===== src/rtl/pxi_pkg.sv =====
package pxi_pkg;
  localparam int unsigned NUM_PAIRS  = 4;
  localparam int unsigned NUM_CH     = 2 * NUM_PAIRS;
  localparam int unsigned CH_W       = $clog2(NUM_CH);
  localparam int unsigned PAIR_LVL_W = 2;
  localparam int unsigned LVL_W      = PAIR_LVL_W + 1;
  localparam int unsigned PRIO_W     = PAIR_LVL_W * NUM_PAIRS;
  localparam int unsigned REG_W      = NUM_CH;

  typedef enum logic [1:0] {
    REG_TRIG = 2'd0,
    REG_PEND = 2'd1,
    REG_MASK = 2'd2,
    REG_PRIO = 2'd3
  } reg_sel_e;
endpackage


===== src/rtl/pxi_edge_det.sv =====
module pxi_edge_det #(
  parameter int unsigned SYNC_STAGES = 2,
  parameter bit          HAS_PERIPH  = 1'b1
) (
  input  logic clk_i,
  input  logic rst_ni,
  input  logic pin_i,
  input  logic periph_i,
  input  logic src_sel_i,
  input  logic rise_i,
  output logic edge_o
);
  logic [SYNC_STAGES-1:0] sync_q;
  logic sel, sel_q, cur, prev_q, switched;

  // idle high: reset trigger polarity is falling edge
  always_ff @(posedge clk_i or negedge rst_ni) begin
    if (!rst_ni) sync_q <= '1;
    else         sync_q <= {sync_q[SYNC_STAGES-2:0], pin_i};
  end

  assign sel = src_sel_i & HAS_PERIPH;
  assign cur = sel ? periph_i : sync_q[SYNC_STAGES-1];

  always_ff @(posedge clk_i or negedge rst_ni) begin
    if (!rst_ni) begin
      sel_q  <= 1'b0;
      prev_q <= 1'b1;
    end else begin
      sel_q  <= sel;
      prev_q <= cur;
    end
  end

  // a source switch reloads the history without reporting an edge
  assign switched = sel ^ sel_q;
  assign edge_o   = ~switched & (rise_i ? (cur & ~prev_q) : (~cur & prev_q));
endmodule


===== src/rtl/pxi_arbiter.sv =====
module pxi_arbiter
  import pxi_pkg::*;
(
  input  logic [NUM_CH-1:0] req_i,
  input  logic [PRIO_W-1:0] prio_i,
  output logic              valid_o,
  output logic [CH_W-1:0]   ch_o,
  output logic [LVL_W-1:0]  level_o
);
  logic [LVL_W-1:0] lvl_w [NUM_CH];

  for (genvar g = 0; g < NUM_CH; g++) begin : g_lvl
    assign lvl_w[g] = {prio_i[PAIR_LVL_W*(g/2) +: PAIR_LVL_W], 1'(g % 2)};
  end

  // strict compare keeps the lower index on ties
  always_comb begin
    valid_o = 1'b0;
    ch_o    = '0;
    level_o = '1;
    for (int i = 0; i < NUM_CH; i++) begin
      if (req_i[i] && (!valid_o || lvl_w[i] < level_o)) begin
        valid_o = 1'b1;
        ch_o    = CH_W'(i);
        level_o = lvl_w[i];
      end
    end
  end

  always_comb begin
    if (valid_o) begin
      p_winner_live_r11: assert (req_i[ch_o]);
      p_odd_level_r6: assert (level_o[0] == ch_o[0]);
      for (int i = 0; i < NUM_CH; i++) begin
        if (req_i[i]) begin
          p_rank_r6: assert (lvl_w[i] > level_o || (lvl_w[i] == level_o && CH_W'(i) >= ch_o));
        end
      end
    end
  end
endmodule


===== src/rtl/pxi_ctrl.sv =====
module pxi_ctrl
  import pxi_pkg::*;
#(
  parameter int unsigned SYNC_STAGES = 2
) (
  input  logic              clk_i,
  input  logic              rst_ni,
  input  logic [NUM_CH-1:0] pin_i,
  input  logic [NUM_CH-1:0] periph_i,
  input  logic [NUM_CH-1:0] src_sel_i,
  input  logic              wr_en_i,
  input  logic [1:0]        wr_addr_i,
  input  logic [REG_W-1:0]  wr_data_i,
  input  logic [1:0]        rd_addr_i,
  output logic [REG_W-1:0]  rd_data_o,
  input  logic              ack_i,
  output logic              irq_o,
  output logic [CH_W-1:0]   irq_vec_o,
  output logic [LVL_W-1:0]  irq_level_o
);
  logic [NUM_CH-1:0] trig_q, pend_q, mask_q, pend_d, edge_w, pend_keep, ack_clr;
  logic [PRIO_W-1:0] prio_q;
  reg_sel_e          wr_sel;

  assign wr_sel = reg_sel_e'(wr_addr_i);

  for (genvar g = 0; g < NUM_CH; g++) begin : g_ch
    pxi_edge_det #(
      .SYNC_STAGES (SYNC_STAGES),
      .HAS_PERIPH  (g != 0)
    ) u_edge (
      .clk_i     (clk_i),
      .rst_ni    (rst_ni),
      .pin_i     (pin_i[g]),
      .periph_i  (periph_i[g]),
      .src_sel_i (src_sel_i[g]),
      .rise_i    (trig_q[g]),
      .edge_o    (edge_w[g])
    );
  end

  pxi_arbiter u_arb (
    .req_i   (pend_q & mask_q),
    .prio_i  (prio_q),
    .valid_o (irq_o),
    .ch_o    (irq_vec_o),
    .level_o (irq_level_o)
  );

  assign pend_keep = (wr_en_i && wr_sel == REG_PEND) ? wr_data_i : '1;

  always_comb begin
    ack_clr = '0;
    if (ack_i && irq_o) ack_clr[irq_vec_o] = 1'b1;
  end

  // new edges are applied last so a coincident clear cannot drop them
  assign pend_d = (pend_q & pend_keep & ~ack_clr) | edge_w;

  always_ff @(posedge clk_i or negedge rst_ni) begin
    if (!rst_ni) begin
      trig_q <= '0;
      pend_q <= '0;
      mask_q <= '0;
      prio_q <= '0;
    end else begin
      pend_q <= pend_d;
      if (wr_en_i) begin
        unique case (wr_sel)
          REG_TRIG: trig_q <= wr_data_i;
          REG_MASK: mask_q <= wr_data_i;
          REG_PRIO: prio_q <= wr_data_i;
          default:  ;
        endcase
      end
    end
  end

  always_comb begin
    unique case (reg_sel_e'(rd_addr_i))
      REG_TRIG: rd_data_o = trig_q;
      REG_PEND: rd_data_o = pend_q;
      REG_MASK: rd_data_o = mask_q;
      default:  rd_data_o = prio_q;
    endcase
  end

  p_edge_sets_r3: assert property (@(posedge clk_i) disable iff (!rst_ni)
    (|edge_w) |=> ((pend_q & $past(edge_w)) == $past(edge_w)));

  p_no_spurious_r2: assert property (@(posedge clk_i) disable iff (!rst_ni)
    (pend_q & ~$past(pend_q) & ~$past(edge_w)) == '0);

  p_ack_clears_r7: assert property (@(posedge clk_i) disable iff (!rst_ni)
    (ack_i && irq_o && !edge_w[irq_vec_o]) |=> !pend_q[$past(irq_vec_o)]);
endmodule


===== config.mk =====
export PLATFORM = sky130hd
export DESIGN_NAME = pxi_ctrl
export DESIGN_NICKNAME = d
export VERILOG_FILES = /design/src/rtl/pxi_pkg.sv /design/src/rtl/pxi_edge_det.sv /design/src/rtl/pxi_arbiter.sv /design/src/rtl/pxi_ctrl.sv
export SDC_FILE = /design/constraint.sdc
export NUM_CORES = 1
export LEC_CHECK = 0
export ABC_AREA = 1
export BUFFER_PORTS_ARGS = -buffer_cell sky130_fd_sc_hd__buf_2
export CORE_ASPECT_RATIO = 1.2
export CORE_MARGIN = 2
export CORE_UTILIZATION = 51
export DETAILED_ROUTE_END_ITERATION = 8
export PLACE_DENSITY = 0.76
export SETUP_SLACK_MARGIN = 0.1
export SLEW_MARGIN = 25
export SYNTH_ARGS = -nofsm -noshare
export SYNTH_HDL_FRONTEND = slang
export SYNTH_SLANG_ARGS = --single-unit

===== constraint.sdc =====
create_clock -name clk_i -period 5.7 [get_ports clk_i]
set_input_delay 0.57 -clock clk_i [delete_from_list [all_inputs] [get_ports clk_i]]
set_output_delay 0.57 -clock clk_i [all_outputs]
set_load 0.005 [all_outputs]

== Yosys cells after proc, flatten, opt, wreduce, memory -nomap -nowiden ==
Index checks and enable logic that the tools add are counted.
Storage, ports and cells
  flip-flop bits (word level): 63
  bits of input ports: 40
  word-level logic and storage cells: 171
Operators by class
  reduce and logical (&&, ||, !) cells: 29
  equal/unequal tests: 5
  magnitude comparators: 9
  muxes and demuxes: 43
  bitwise gates (word level): 58
Operator list (count)
  $mux 3: 12
  $mux 1: 25
  $and 8x8->8: 3
  $pmux 8 s3: 1
  $and 1x1->1: 23
  $not 1->1: 23
  $lt 3x3->1: 7
  $mux 8: 2
  $logic_and 1x1->1: 10
  $not 8->8: 1
  $or 8x8->8: 1
  $logic_not 1->1: 7
  $logic_or 1x1->1: 7
  $xor 1x1->1: 7
  $eq 2x2->1 const B: 3
  $reduce_and 2->1: 3
  $eq 2x1->1 const B: 2
  $logic_not 2->1: 2
  $lt 3x4->1 const B: 1
  $mux 2: 2
  $demux 1 s3: 1
  $ge 3x1->1 const B: 1

== Longest topological paths before layout ==
Gate-level depths: netlist (run 1).
  word-level depth: 38
  mapped depth: 53
  mapped depth without buffers: 53

== By module ==
A second synthesis (run 1) with hierarchy kept.
Second synthesis, totals
  cells, all modules: 463
  area total of the unflattened synthesis: 3485.8 sq um
Modules (own cells, without submodules)
  pxi_ctrl: area an instance 1547.7 sq um, seq. area each 800.8 sq um, times used 1, cells an instance 211
  pxi_edge_det at g_ch[1].u_edge ...: area an instance 173.9 sq um, seq. area each 103.8 sq um, times used 7, cells an instance 19
  pxi_arbiter: area an instance 616.8 sq um, seq. area each 0.0 sq um, times used 1, cells an instance 110
  pxi_edge_det at g_ch[0].u_edge: area an instance 103.8 sq um, seq. area each 78.8 sq um, times used 1, cells an instance 9

== Least setup slack after synthesis (run 1) ==
Ideal clock, no wire load.
  path kind: register -> output
  from: register mask_q[0]
  to: output irq_vec_o[1]
  path buffers: 1
  path slack: -181 ps
  data arrival time: 5311 ps
  cell stages (with the launch flop): 48
  cells stage by stage: dfrtp_1 nand2_2 nand2_2 inv_2 nor2_1 ha_1 nand2_1 nor2_2 nor2_2 nand2_4 o21ai_0 ha_1 nand2_1 nand2_1 nand2_2 nand2_4 o21ai_0 ha_1 [... 12 more ...] o21ai_0 ha_1 nand2_1 inv_1 nand3_1 nand2_1 nand2_1 nand2_4 nand2_1 o21ai_1 ha_1 nand2_1 nand2_1 nand2_1 nand2_2 buf_6 nand2_1 or2_1
On the way
  cells in the longest elaborated chain, start to end: 30
  elaborated cells on any way between the ends: 49
  classes of those cells: order compare: 7; mux: 20; bitwise: 1; reduce/logical: 21
Ends and longest elaborated chain
  start, declared: RTL line pxi_ctrl.sv:21  | logic [NUM_CH-1:0] trig_q, pend_q, mask_q, pend_d, edge_w, pend_keep, ack_clr;
  start signal, assigned: RTL line pxi_ctrl.sv:71  | REG_MASK: mask_q <= wr_data_i;
  $and 8x8->8 (*): RTL line pxi_ctrl.sv:43  | .req_i (pend_q & mask_q),
  $mux 3 or $mux 1 (tied branches): RTL line pxi_arbiter.sv:22  | if (req_i[i] && (!valid_o || lvl_w[i] < level_o)) begin
  $lt 3x3->1 or $logic_not 1->1 (tied branches): RTL line pxi_arbiter.sv:22
  $logic_or 1x1->1: RTL line pxi_arbiter.sv:22
  $logic_and 1x1->1: RTL line pxi_arbiter.sv:22
  $mux 3 or $mux 1 (tied branches): RTL line pxi_arbiter.sv:22
  $lt 3x3->1 or $logic_not 1->1 (tied branches): RTL line pxi_arbiter.sv:22
  $logic_or 1x1->1: RTL line pxi_arbiter.sv:22
  [... 14 more ...]
  $lt 3x3->1 or $logic_not 1->1 (tied branches): RTL line pxi_arbiter.sv:22
  $logic_or 1x1->1: RTL line pxi_arbiter.sv:22
  $logic_and 1x1->1: RTL line pxi_arbiter.sv:22
  $mux 3 or $mux 1 (tied branches): RTL line pxi_arbiter.sv:22
  $lt 3x3->1 or $logic_not 1->1 (tied branches): RTL line pxi_arbiter.sv:22
  $logic_or 1x1->1: RTL line pxi_arbiter.sv:22
  $logic_and 1x1->1: RTL line pxi_arbiter.sv:22
  $mux 3 (*): RTL line pxi_arbiter.sv:22
  end, declared: RTL line pxi_ctrl.sv:18  | output logic [CH_W-1:0] irq_vec_o,
Every way passes the cells marked *; elsewhere a longest branch is shown, timed or not.

== Worst setup path after layout (run 1) ==
  from: register mask_q[0]
  to: output irq_level_o[1]
On the way
  cells in the longest elaborated chain, start to end: 30
  elaborated cells on any way between the ends: 44
  classes of those cells: order compare: 7; mux: 15; bitwise: 1; reduce/logical: 21
Ends and longest elaborated chain
  $and 8x8->8 (*): RTL line pxi_ctrl.sv:43
  $mux 3 or $mux 1 (tied branches): RTL line pxi_arbiter.sv:22
  $lt 3x3->1 or $logic_not 1->1 (tied branches): RTL line pxi_arbiter.sv:22
  $logic_or 1x1->1: RTL line pxi_arbiter.sv:22
  $logic_and 1x1->1: RTL line pxi_arbiter.sv:22
  $mux 3 or $mux 1 (tied branches): RTL line pxi_arbiter.sv:22
  $lt 3x3->1 or $logic_not 1->1 (tied branches): RTL line pxi_arbiter.sv:22
  $logic_or 1x1->1: RTL line pxi_arbiter.sv:22
  [... 14 more ...]
  $lt 3x3->1 or $logic_not 1->1 (tied branches): RTL line pxi_arbiter.sv:22
  $logic_or 1x1->1: RTL line pxi_arbiter.sv:22
  $logic_and 1x1->1: RTL line pxi_arbiter.sv:22
  $mux 3 or $mux 1 (tied branches): RTL line pxi_arbiter.sv:22
  $lt 3x3->1 or $logic_not 1->1 (tied branches): RTL line pxi_arbiter.sv:22
  $logic_or 1x1->1: RTL line pxi_arbiter.sv:22
  $logic_and 1x1->1: RTL line pxi_arbiter.sv:22
  $mux 3 (*): RTL line pxi_arbiter.sv:22
  end, declared: RTL line pxi_ctrl.sv:19  | output logic [LVL_W-1:0] irq_level_o
Marks and branches as above.

==> flow_metrics.py, run 1 <==
metrics = {
    "timing": {
        "rsz0062_at_grt": "yes",
        "finalMaxSlewViolations": 0,
        "max_freq_mhz": 162,
        "maxSlewHeadroom_pct": 49.1,
        "period_share_pct": 108,
        "setup_viol": 6,
        "fin_crit_ps": 6180,
        "fin_ws_ps": -480,
        "tightest_slew_ps": 763,
        "finClkSkew_ps": 8.07,
        "hold_violations": 0,
    },
    "global_route": {
        "overflow": 0,
        "grt_start_max_net_pins": 64,
        "grt_first_pass_wirelength_um": 12900,
        "antenna_found_initial": 0,
        "grt_use_total_pct": 23.3,
        "first_global_vias": 2972,
    },
    "pwr": {
        "p_comb_share_pct": 53.3,
        "leakagePower_uw": 0.00217,
        "switchingPower_uw": 759,
        "pwr-share-seq_pct": 29.5,
        "clkPwrFrac_pct": 17.2,
        "internal_power_uw": 1200,
        "powerDensity_nw_per_um2": 452,
        "peakVddDrop_mv": 0.253,
        "switching_share_pct": 38.7,
    },
    "place": {
        "dp.cells": 533,
        "port_buffers": 52,
        "dp_hpwl_um": 5390,
        "gp_congestion": 0.921,
    },
    "yosys": {
        "synth_nets": 424,
        "synth.avg_cell_area_um2": 8.60,
        "synth.cell_area_um2": 3230,
        "ys_ff_latch": 63,
        "synth_top_area_cell": "dfrtp_1",
        "ys_warn_count": 0,
        "netlist.area_leader.share_pct": 30.3,
        "ys_types": 31,
        "synth_area_leaders": "dfrtp_1, dfstp_2, nand2_1",
        "ys_seq_area_share_pct": 49.8,
        "synth_cells": 375,
    },
    "hold_path": {
        "worst_hold_path_type": "input port to register",
    },
    "clock_tree": {
        "cts_tree": "yes",
        "cts.sinks": 63,
        "clkTransAtPathRegs_ps": 60,
        "holdBufCountCts": 0,
        "clk_latency_ps": 340,
        "root_buffer": "clkbuf_8",
        "numCtsBuffers": 9,
        "ctsHtreeMaxLevel": 3,
        "cts_buffer_depth": 2,
    },
    "critical_path": {
        "cp-end-kind": "primary output",
        "crit_slowest_cell": "dfrtp_1",
        "path_buf_inv": 4,
        "critPathTopFamily": "simple AND/OR/NAND/NOR gates",
        "crit_path_max_incr_delay_ps": 360,
        "arrival_ps": 5610,
        "crit_type": "register to primary output",
        "critPathLaunchType": "register",
        "crit_top_cell": "nand2_2",
        "cp_max_fo": 6,
        "crit_required_ps": 5130,
    },
    "layout": {
        "layout-drive-gt1-share_pct": 43.5,
        "stdcell_count": 563,
        "syn_to_final_growth_pct": 34.5,
        "finish.utilization_pct": 71.3,
        "diodes": 0,
        "final_nets": 525,
    },
    "detailed_routing": {
        "drt_first_pass_iters": 4,
        "via_per_inst": 5.14,
        "avgRoutedWirePerCell_um": 13.5,
        "drt_wl_total_um": 7610,
        "drt_iter0_markers": 153,
        "antenna_left": 0,
        "vias": 2896,
        "drc": 0,
    },
    "floorplanning": {
        "die_area_um2": 6980,
        "io-pin-count": 55,
        "row_count": 31,
        "die_x_um": 76.6,
        "die_h_um": 91.1,
        "start_util_pct": 53.0,
        "core_area_um2": 6090,
    },
    "outcome": {
        "violations": "negative setup slack",
        "outcome": "complete, but fails checks",
    },
    "run": {
        "maxCapViolCount": 0,
    },
}
-- cell type report --
class                   instances  area (um^2)
clock inverters                 1         5.00
multi-input cells             260         1680
repair buffers                 95          594
fillers                       498         1750
flip-flops and latches         63         1610
clock buffers                  15          166
inverters                      47          180
well taps                      82          103
-- worst reg2reg max path, delay by kind of cell, from the launching register on --
kind,cells,cell delay [ps]
DFF,1,360
AOI/OAI and AO/OA,7,1000
adders and majority gates,6,1450
and+or+nand+nor,32,2350
buffers and inverters,5,390
-- kinds of logic (layout without fill, tap and decap cells) --
| family | Yosys count | in the layout | share of synthesized area [%] |
|---|---|---|---|
| adders and majority gates | 9 | 9 | 3.49 |
| muxes | 6 | 6 | 2.09 |
| xor gates and xnor gates | 7 | 7 | 1.90 |
| AOI/OAI and AO/OA | 75 | 75 | 13.0 |
| DFF | 63 | 63 | 49.8 |
| and+or+nand+nor | 163 | 163 | 23.4 |
| buffers and inverters | 52 | 158 | 6.28 |
-- repair_timing --
| action | in CTS | in global routing |
|---|---|---|
| gates resized for setup | 15 | 42 |
| endpoints found under the setup margin | 12 | 14 |
| pin swaps | 4 | 12 |
| setup buffers | 10 | 4 |
-- metal layers --
metal | track usage [%] | share of wire, % | vias to the layer above
met1 | 29.1 | 42 | 1372
li1 | - | - | 1426
met5 | 0 | 0 | -
met3 | 2.88 | 4.2 | 18
met2 | 39.3 | 51 | 80
met4 | 12.3 | 2.9 | 0
-- state kept, by name, indices dropped and copies added, names as in the netlist --
name                count
pend_q                  8
g_ch.u_edge.sync_q     16
g_ch.u_edge.prev_q      8
mask_q                  8
g_ch.u_edge.sel_q       7
trig_q                  8
prio_q                  8
-- power groups by stage --
stage | Sequential (uW) | Combinational [uW] | Clock, uW
6_report | 579 | 1050 | 337
5_1_grt | 587 | 1160 | 363
4_1_cts | 573 | 842 | 346
3_5_place_dp | 579 | 760 | 0
3_3_place_gp | 575 | 743 | 0
2_1_floorplan | 569 | 469 | 0
-- placed cells by master (no fill, tap or decap), types with 7 or more instances in the layout --
cell      count
nand2_1      79
buf_2        52
buf_4        40
o21ai_0      39
dfrtp_1      39
inv_1        37
dfstp_2      24
nand2_2      21
nor2_1       17
nand2_4      11
clkbuf_8     11
a21oi_1      10
inv_2         8
o21ai_2       8
xnor2_1       7
-- synthesized netlist by cell type --
cell       number
nand2_1        98
o21ai_0        43
dfrtp_1        39
inv_1          38
dfstp_2        24
nor2_1         20
a21oi_1        10
ha_1            9
inv_2           8
nand2_2         8
o21ai_1         8
nand3_1         7
xnor2_1         7
and3_1          6
mux2_2          6
nor3_1          6
a221oi_1        5
nand2_4         5
nand3_2         5
clkbuf_1        4
nand4_1         3
o21bai_1        3
a22oi_1         2
nand3b_1        2
nor2_2          2
o21ai_2         2
a21boi_0        1
buf_6           1
clkinv_1        1
o2111ai_1       1
or2_1           1
-- stage by stage --
step / power, uW / worst slack, ps / cell area, um^2 / hold slack (ps) / setup TNS, ps
6_report: 1960 / -480 / 4340 / 329 / -2530
5_1_grt: 2110 / -846 / 4340 / 312 / -6490
4_1_cts: 1760 / -417 / 4080 / 317 / -2080
3_5_place_dp: 1340 / -150 / 3790 / 347 / -524
3_3_place_gp: 1320 / -76.5 / 3790 / 346 / -129
2_1_floorplan: 1040 / 16.8 / 3240 / 274 / 0
-- worst paths after layout --
| check | startpoint | cells past startpoint | end | slack [ps] |
|---|---|---|---|---|
| max | mask_q[0] | 49 | irq_level_o[1] | -480 |
| min | pin_i[6] | 1 | g_ch[6].u_edge.sync_q[0] | 330 |
| max reg2reg | mask_q[0] | 50 | pend_q[1] | 40 |
| min reg2reg | g_ch[5].u_edge.sync_q[0] | 0 | g_ch[5].u_edge.sync_q[1] | 350 |
| max in group asynchronous | rst_ni | 2 | g_ch[1].u_edge.sel_q | 4810 |
| min in group asynchronous | rst_ni | 2 | pend_q[7] | 380 |
Power figures use the tool's default switching activity.
==> run 2: changes to the inputs <==
- CELL_PAD_IN_SITES_DETAIL_PLACEMENT: default -> 1
- CELL_PAD_IN_SITES_GLOBAL_PLACEMENT: default -> 1
- CORE_UTILIZATION: 51 -> 38
- PLACE_DENSITY: 0.76 -> default
- PLACE_DENSITY_LB_ADDON: default -> 0.1
==> flow_metrics.py, run 2 (synthesis results as in run 1) <==
metrics = {
    "outcome": {
        "outcome": "complete, but fails checks",
        "violations": "negative setup slack",
    },
    "global_route": {
        "first_global_vias": 3067,
        "grt_start_max_net_pins": 64,
        "overflow": 0,
        "antenna_found_initial": 0,
        "grt_use_total_pct": 20.2,
        "grt_first_pass_wirelength_um": 14400,
    },
    "layout": {
        "diodes": 0,
        "postLayoutCellArea_um2": 4460,
        "finish.utilization_pct": 54.4,
        "fillers": 989,
        "largest_reg_flops": 16,
        "final_nets": 534,
        "layout_common_cells": "nand2_1, buf_2, buf_4",
        "final_common_cell": "nand2_1",
        "syn_to_final_growth_pct": 38.3,
        "layout-drive-gt1-share_pct": 44.4,
        "regMostFlops": "g_ch.u_edge.sync_q",
        "stdcell_count": 603,
    },
    "place": {
        "port_buffers": 52,
        "dp_hpwl_um": 6350,
        "gp_congestion": 0.797,
        "post_dp_cell_area_um2": 3850,
        "dp.cells": 567,
    },
    "detailed_routing": {
        "drt_iter0_markers": 96,
        "avgRoutedWirePerCell_um": 14.2,
        "drt_first_pass_iters": 4,
        "wl_met1_um": 3680,
        "drc": 0,
        "wl_met2_um": 4540,
        "routed-wl-met3_um": 208,
        "antenna_left": 0,
        "via_per_inst": 4.83,
        "top_layer": "met4",
        "drt_wl_total_um": 8570,
        "vias": 2913,
    },
    "critical_path": {
        "crit_type": "register to primary output",
        "arrival_ps": 5630,
        "cp-end-kind": "primary output",
        "crit_required_ps": 5130,
        "crit_path_max_incr_delay_ps": 360,
        "cp_max_fo": 5,
        "critPathTopFamily": "simple AND/OR/NAND/NOR gates",
        "crit_top_cell": "nand2_2",
        "path_buf_inv": 4,
        "critPathLaunchType": "register",
        "crit_slowest_cell": "dfrtp_1",
    },
    "clock_tree": {
        "clkTransAtPathRegs_ps": 70,
        "root_buffer": "clkbuf_8",
        "cts_buffer_depth": 2,
        "cts_tree": "yes",
        "cts.sinks": 63,
        "ctsHtreeMaxLevel": 3,
        "clk_latency_ps": 340,
        "numCtsBuffers": 9,
    },
    "pwr": {
        "switching_share_pct": 38.6,
        "internal_power_uw": 1260,
        "clkPwrFrac_pct": 16.4,
        "pwr-share-seq_pct": 28.3,
        "p_comb_share_pct": 55.3,
        "switchingPower_uw": 791,
        "leakagePower_uw": 0.00222,
        "powerDensity_nw_per_um2": 459,
        "peakVddDrop_mv": 0.241,
    },
    "timing": {
        "maxSlewHeadroom_pct": 48.4,
        "setup_viol": 6,
        "tightest_slew_ps": 774,
        "period_share_pct": 109,
        "hold_violations": 0,
        "fin_crit_ps": 6200,
        "setup_tns_ps": -2550,
        "finClkSkew_ps": 7.38,
        "whs_ps": 324,
        "fin_ws_ps": -501,
        "finalMaxSlewViolations": 0,
        "rsz0062_at_grt": "yes",
        "max_freq_mhz": 161,
    },
    "floorplanning": {
        "die_area_um2": 9240,
        "start_util_pct": 39.3,
        "row_count": 36,
        "die_h_um": 105,
        "core_area_um2": 8200,
        "die_x_um": 88.1,
        "io-pin-count": 55,
    },
    "hold_path": {
        "worst_hold_path_type": "input port to register",
    },
    "run": {
        "maxCapViolCount": 0,
    },
}
## run 2: worst paths after layout
| check | slack, ps | startpoint | cells past startpoint | end |
|---|---|---|---|---|
| setup / recovery | -500 | pend_q[1] | 52 | irq_vec_o[1] |
| hold / removal | 320 | pin_i[1] | 1 | g_ch[1].u_edge.sync_q[0] |
| setup reg to reg | 20 | pend_q[1] | 55 | pend_q[4] |
| hold reg to reg | 350 | g_ch[6].u_edge.sync_q[0] | 0 | g_ch[6].u_edge.sync_q[1] |
| max in group asynchronous | 4800 | rst_ni | 2 | prio_q[1] |
| min in group asynchronous | 400 | rst_ni | 2 | pend_q[6] |
## run 2: through the flow
stage	total power [uW]	worst slack, ps
after floorplan	1040	16.8
after global placement	1350	-206
after detailed placement	1380	-369
after CTS	1940	-521
after global routing	2210	-908
final	2050	-501
## run 2: what timing repair did
item	CTS	global route
pin swaps	2	9
hold buffers	0	0
endpoints found under the setup margin	13	14
gates resized for setup	37	25
endpoints found under the hold margin	0	0
buffers inserted	18	4
## run 2: power groups by stage
| stage | Sequential (uW) | Clock [uW] | Combinational (uW) |
|---|---|---|---|
| after floorplan | 569 | 0 | 469 |
| after global placement | 577 | 0 | 773 |
| after detailed placement | 582 | 0 | 797 |
| after CTS | 579 | 354 | 1010 |
| after global routing | 590 | 367 | 1250 |
| final | 580 | 336 | 1130 |
## run 2: per-layer routing
layer | GRT usage, % | vias to the layer above
li1 | - | 1443
met1 | 25.2 | 1415
met2 | 35.1 | 43
met3 | 3.87 | 12
met4 | 6.17 | 0
met5 | 0 | -
## run 2: area by class of cell
type,instances,area (um^2),area share [%]
flip-flops and latches,63,1610,36.0
clock buffers,14,163,3.65
repair buffers,104,676,15.1
multi-input cells,260,1690,37.9
clock inverters,1,5.00,0.112
well taps,114,143,3.20
inverters,47,180,4.04
==> run 3: changes to the inputs <==
- SETUP_SLACK_MARGIN: 0.1 -> 0.3
==> flow_metrics.py, run 3 (synthesis results as in run 1) <==
metrics = {
    "outcome": {
        "outcome": "complete, but fails checks",
        "violations": "negative setup slack",
    },
    "global_route": {
        "grt_start_max_net_pins": 64,
        "antenna_found_initial": 0,
        "grt_first_pass_wirelength_um": 14600,
        "grt_use_total_pct": 20.7,
        "first_global_vias": 3084,
        "overflow": 0,
    },
    "timing": {
        "hold_violations": 0,
        "period_share_pct": 110,
        "finClkSkew_ps": 6.82,
        "max_freq_mhz": 159,
        "fin_crit_ps": 6280,
        "finalMaxSlewViolations": 0,
        "fin_ws_ps": -582,
        "rsz0062_at_grt": "yes",
        "whs_ps": 319,
        "setup_viol": 8,
        "tightest_slew_ps": 801,
        "maxSlewHeadroom_pct": 46.6,
    },
    "place": {
        "dp_hpwl_um": 6680,
        "dp.cells": 568,
        "gp_congestion": 0.791,
        "port_buffers": 52,
    },
    "critical_path": {
        "critPathLaunchType": "register",
        "ff2ff_path_depth": 51,
        "crit_slowest_cell": "dfrtp_1",
        "cp-end-kind": "primary output",
        "crit_path_max_incr_delay_ps": 370,
        "crit_required_ps": 5130,
        "path_buf_inv": 4,
        "crit_top_cell": "nand2_2",
        "r2r-end": "pend_q[3]",
        "crit_type": "register to primary output",
        "r2r_slack_ps": -10,
        "r2r-start": "pend_q[0]",
        "cp_max_fo": 5,
        "critPathTopFamily": "simple AND/OR/NAND/NOR gates",
        "arrival_ps": 5710,
    },
    "pwr": {
        "internal_power_uw": 1290,
        "clkPwrFrac_pct": 16.2,
        "p_comb_share_pct": 56.3,
        "pwr-share-seq_pct": 27.5,
        "switchingPower_uw": 821,
        "powerDensity_nw_per_um2": 467,
        "leakagePower_uw": 0.00222,
        "finalPower_uw": 2110,
        "switching_share_pct": 38.9,
        "peakVddDrop_mv": 0.211,
    },
    "layout": {
        "finish.utilization_pct": 55.1,
        "largest_reg_flops": 16,
        "diodes": 0,
        "layout-drive-gt1-share_pct": 45.0,
        "stdcell_count": 605,
        "regMostFlops": "g_ch.u_edge.sync_q",
        "seqCellArea_um2": 1610,
        "syn_to_final_growth_pct": 40.0,
        "fillers": 1013,
        "final_nets": 535,
        "final_common_cell": "nand2_1",
        "layout_common_cells": "nand2_1, buf_2, buf_4",
        "multi_input_area_um2": 1720,
    },
    "floorplanning": {
        "die_h_um": 105,
        "die_area_um2": 9240,
        "die_x_um": 88.1,
        "row_count": 36,
        "io-pin-count": 55,
        "start_util_pct": 39.3,
        "core_area_um2": 8200,
    },
    "hold_path": {
        "min_delay_path_depth": 1,
        "min_to": "g_ch[1].u_edge.sync_q[0]",
        "min-delay-start": "pin_i[1]",
        "worst_hold_path_type": "input port to register",
    },
    "detailed_routing": {
        "via_per_inst": 4.93,
        "drt_iter0_markers": 114,
        "drt_first_pass_iters": 5,
        "antenna_left": 0,
        "vias": 2984,
        "drc": 0,
        "avgRoutedWirePerCell_um": 15.1,
        "drt_wl_total_um": 9160,
    },
    "clock_tree": {
        "clk_latency_ps": 340,
        "root_buffer": "clkbuf_8",
        "ctsHtreeMaxLevel": 3,
        "cts_buffer_depth": 2,
        "cts_tree": "yes",
        "cts.sinks": 63,
        "holdBufCountCts": 0,
        "clkTransAtPathRegs_ps": 70,
        "numCtsBuffers": 9,
    },
    "run": {
        "maxCapViolCount": 0,
    },
}
[run 3: cell type report]
class                           instances  share of cell area (%)
Clock buffer                           15                    3.68
Multi-Input combinational cell        260                    38.1
Clock inverter                          1                   0.111
Sequential cell                        63                    35.6
Tap cell                              114                    3.16
Timing Repair Buffer                  105                    15.3
Inverter                               47                    3.99
[run 3: power by group through the flow]
stage / combinational, uW / clock (uW) / sequential [uW]
floorplan: 476 / 0 / 569
global placement: 786 / 0 / 577
detailed placement: 817 / 0 / 582
CTS: 974 / 356 / 577
global route: 1300 / 371 / 590
finish: 1190 / 341 / 581
[run 3: worst max-delay path by stage]
stage / slack, ps / endpoint / start / cells past startpoint
global placement: -170 / irq_level_o[0] / pend_q[0] / 44
detailed placement: -340 / irq_level_o[2] / pend_q[0] / 47
finish: -580 / irq_vec_o[1] / pend_q[0] / 49
floorplan: 50 / irq_vec_o[1] / mask_q[0] / 51
CTS: -590 / irq_vec_o[1] / mask_q[0] / 51
global route: -970 / irq_vec_o[1] / mask_q[0] / 49
[run 3: routing by layer]
metal  track usage, %  vias up  part of all wire, %
li1                 -     1443                    -
met1             25.5     1483                   43
met2             35.2       48                   53
met3             4.11       10                  3.0
met4             7.79        0                  1.4
met5                0        -                    0
[run 3: worst reg2reg max path, delay by kind of cell, from the launching register on]
kind	cells	cell delay [ps]
AND/OR/NAND/NOR	34	2520
adder cells (fa/ha/maj)	6	1480
flip-flops	1	370
AO/OA/AOI/OAI	6	840
buffers and inverters	5	450
[run 3: timing repair]
item	in CTS	in global routing
pin swaps	11	18
resized for setup	23	40
setup buffers	14	7
endpoints found under the setup margin	14	14
[run 3: through the flow]
step                      setup WS, ps  area (um^2)  setup TNS (ps)
after floorplan                   45.4         3250               0
after global placement            -168         3860           -1230
after detailed placement          -339         3860           -3290
after CTS                         -592         4250           -3400
after global routing              -967         4520           -8410
final                             -582         4520           -3230
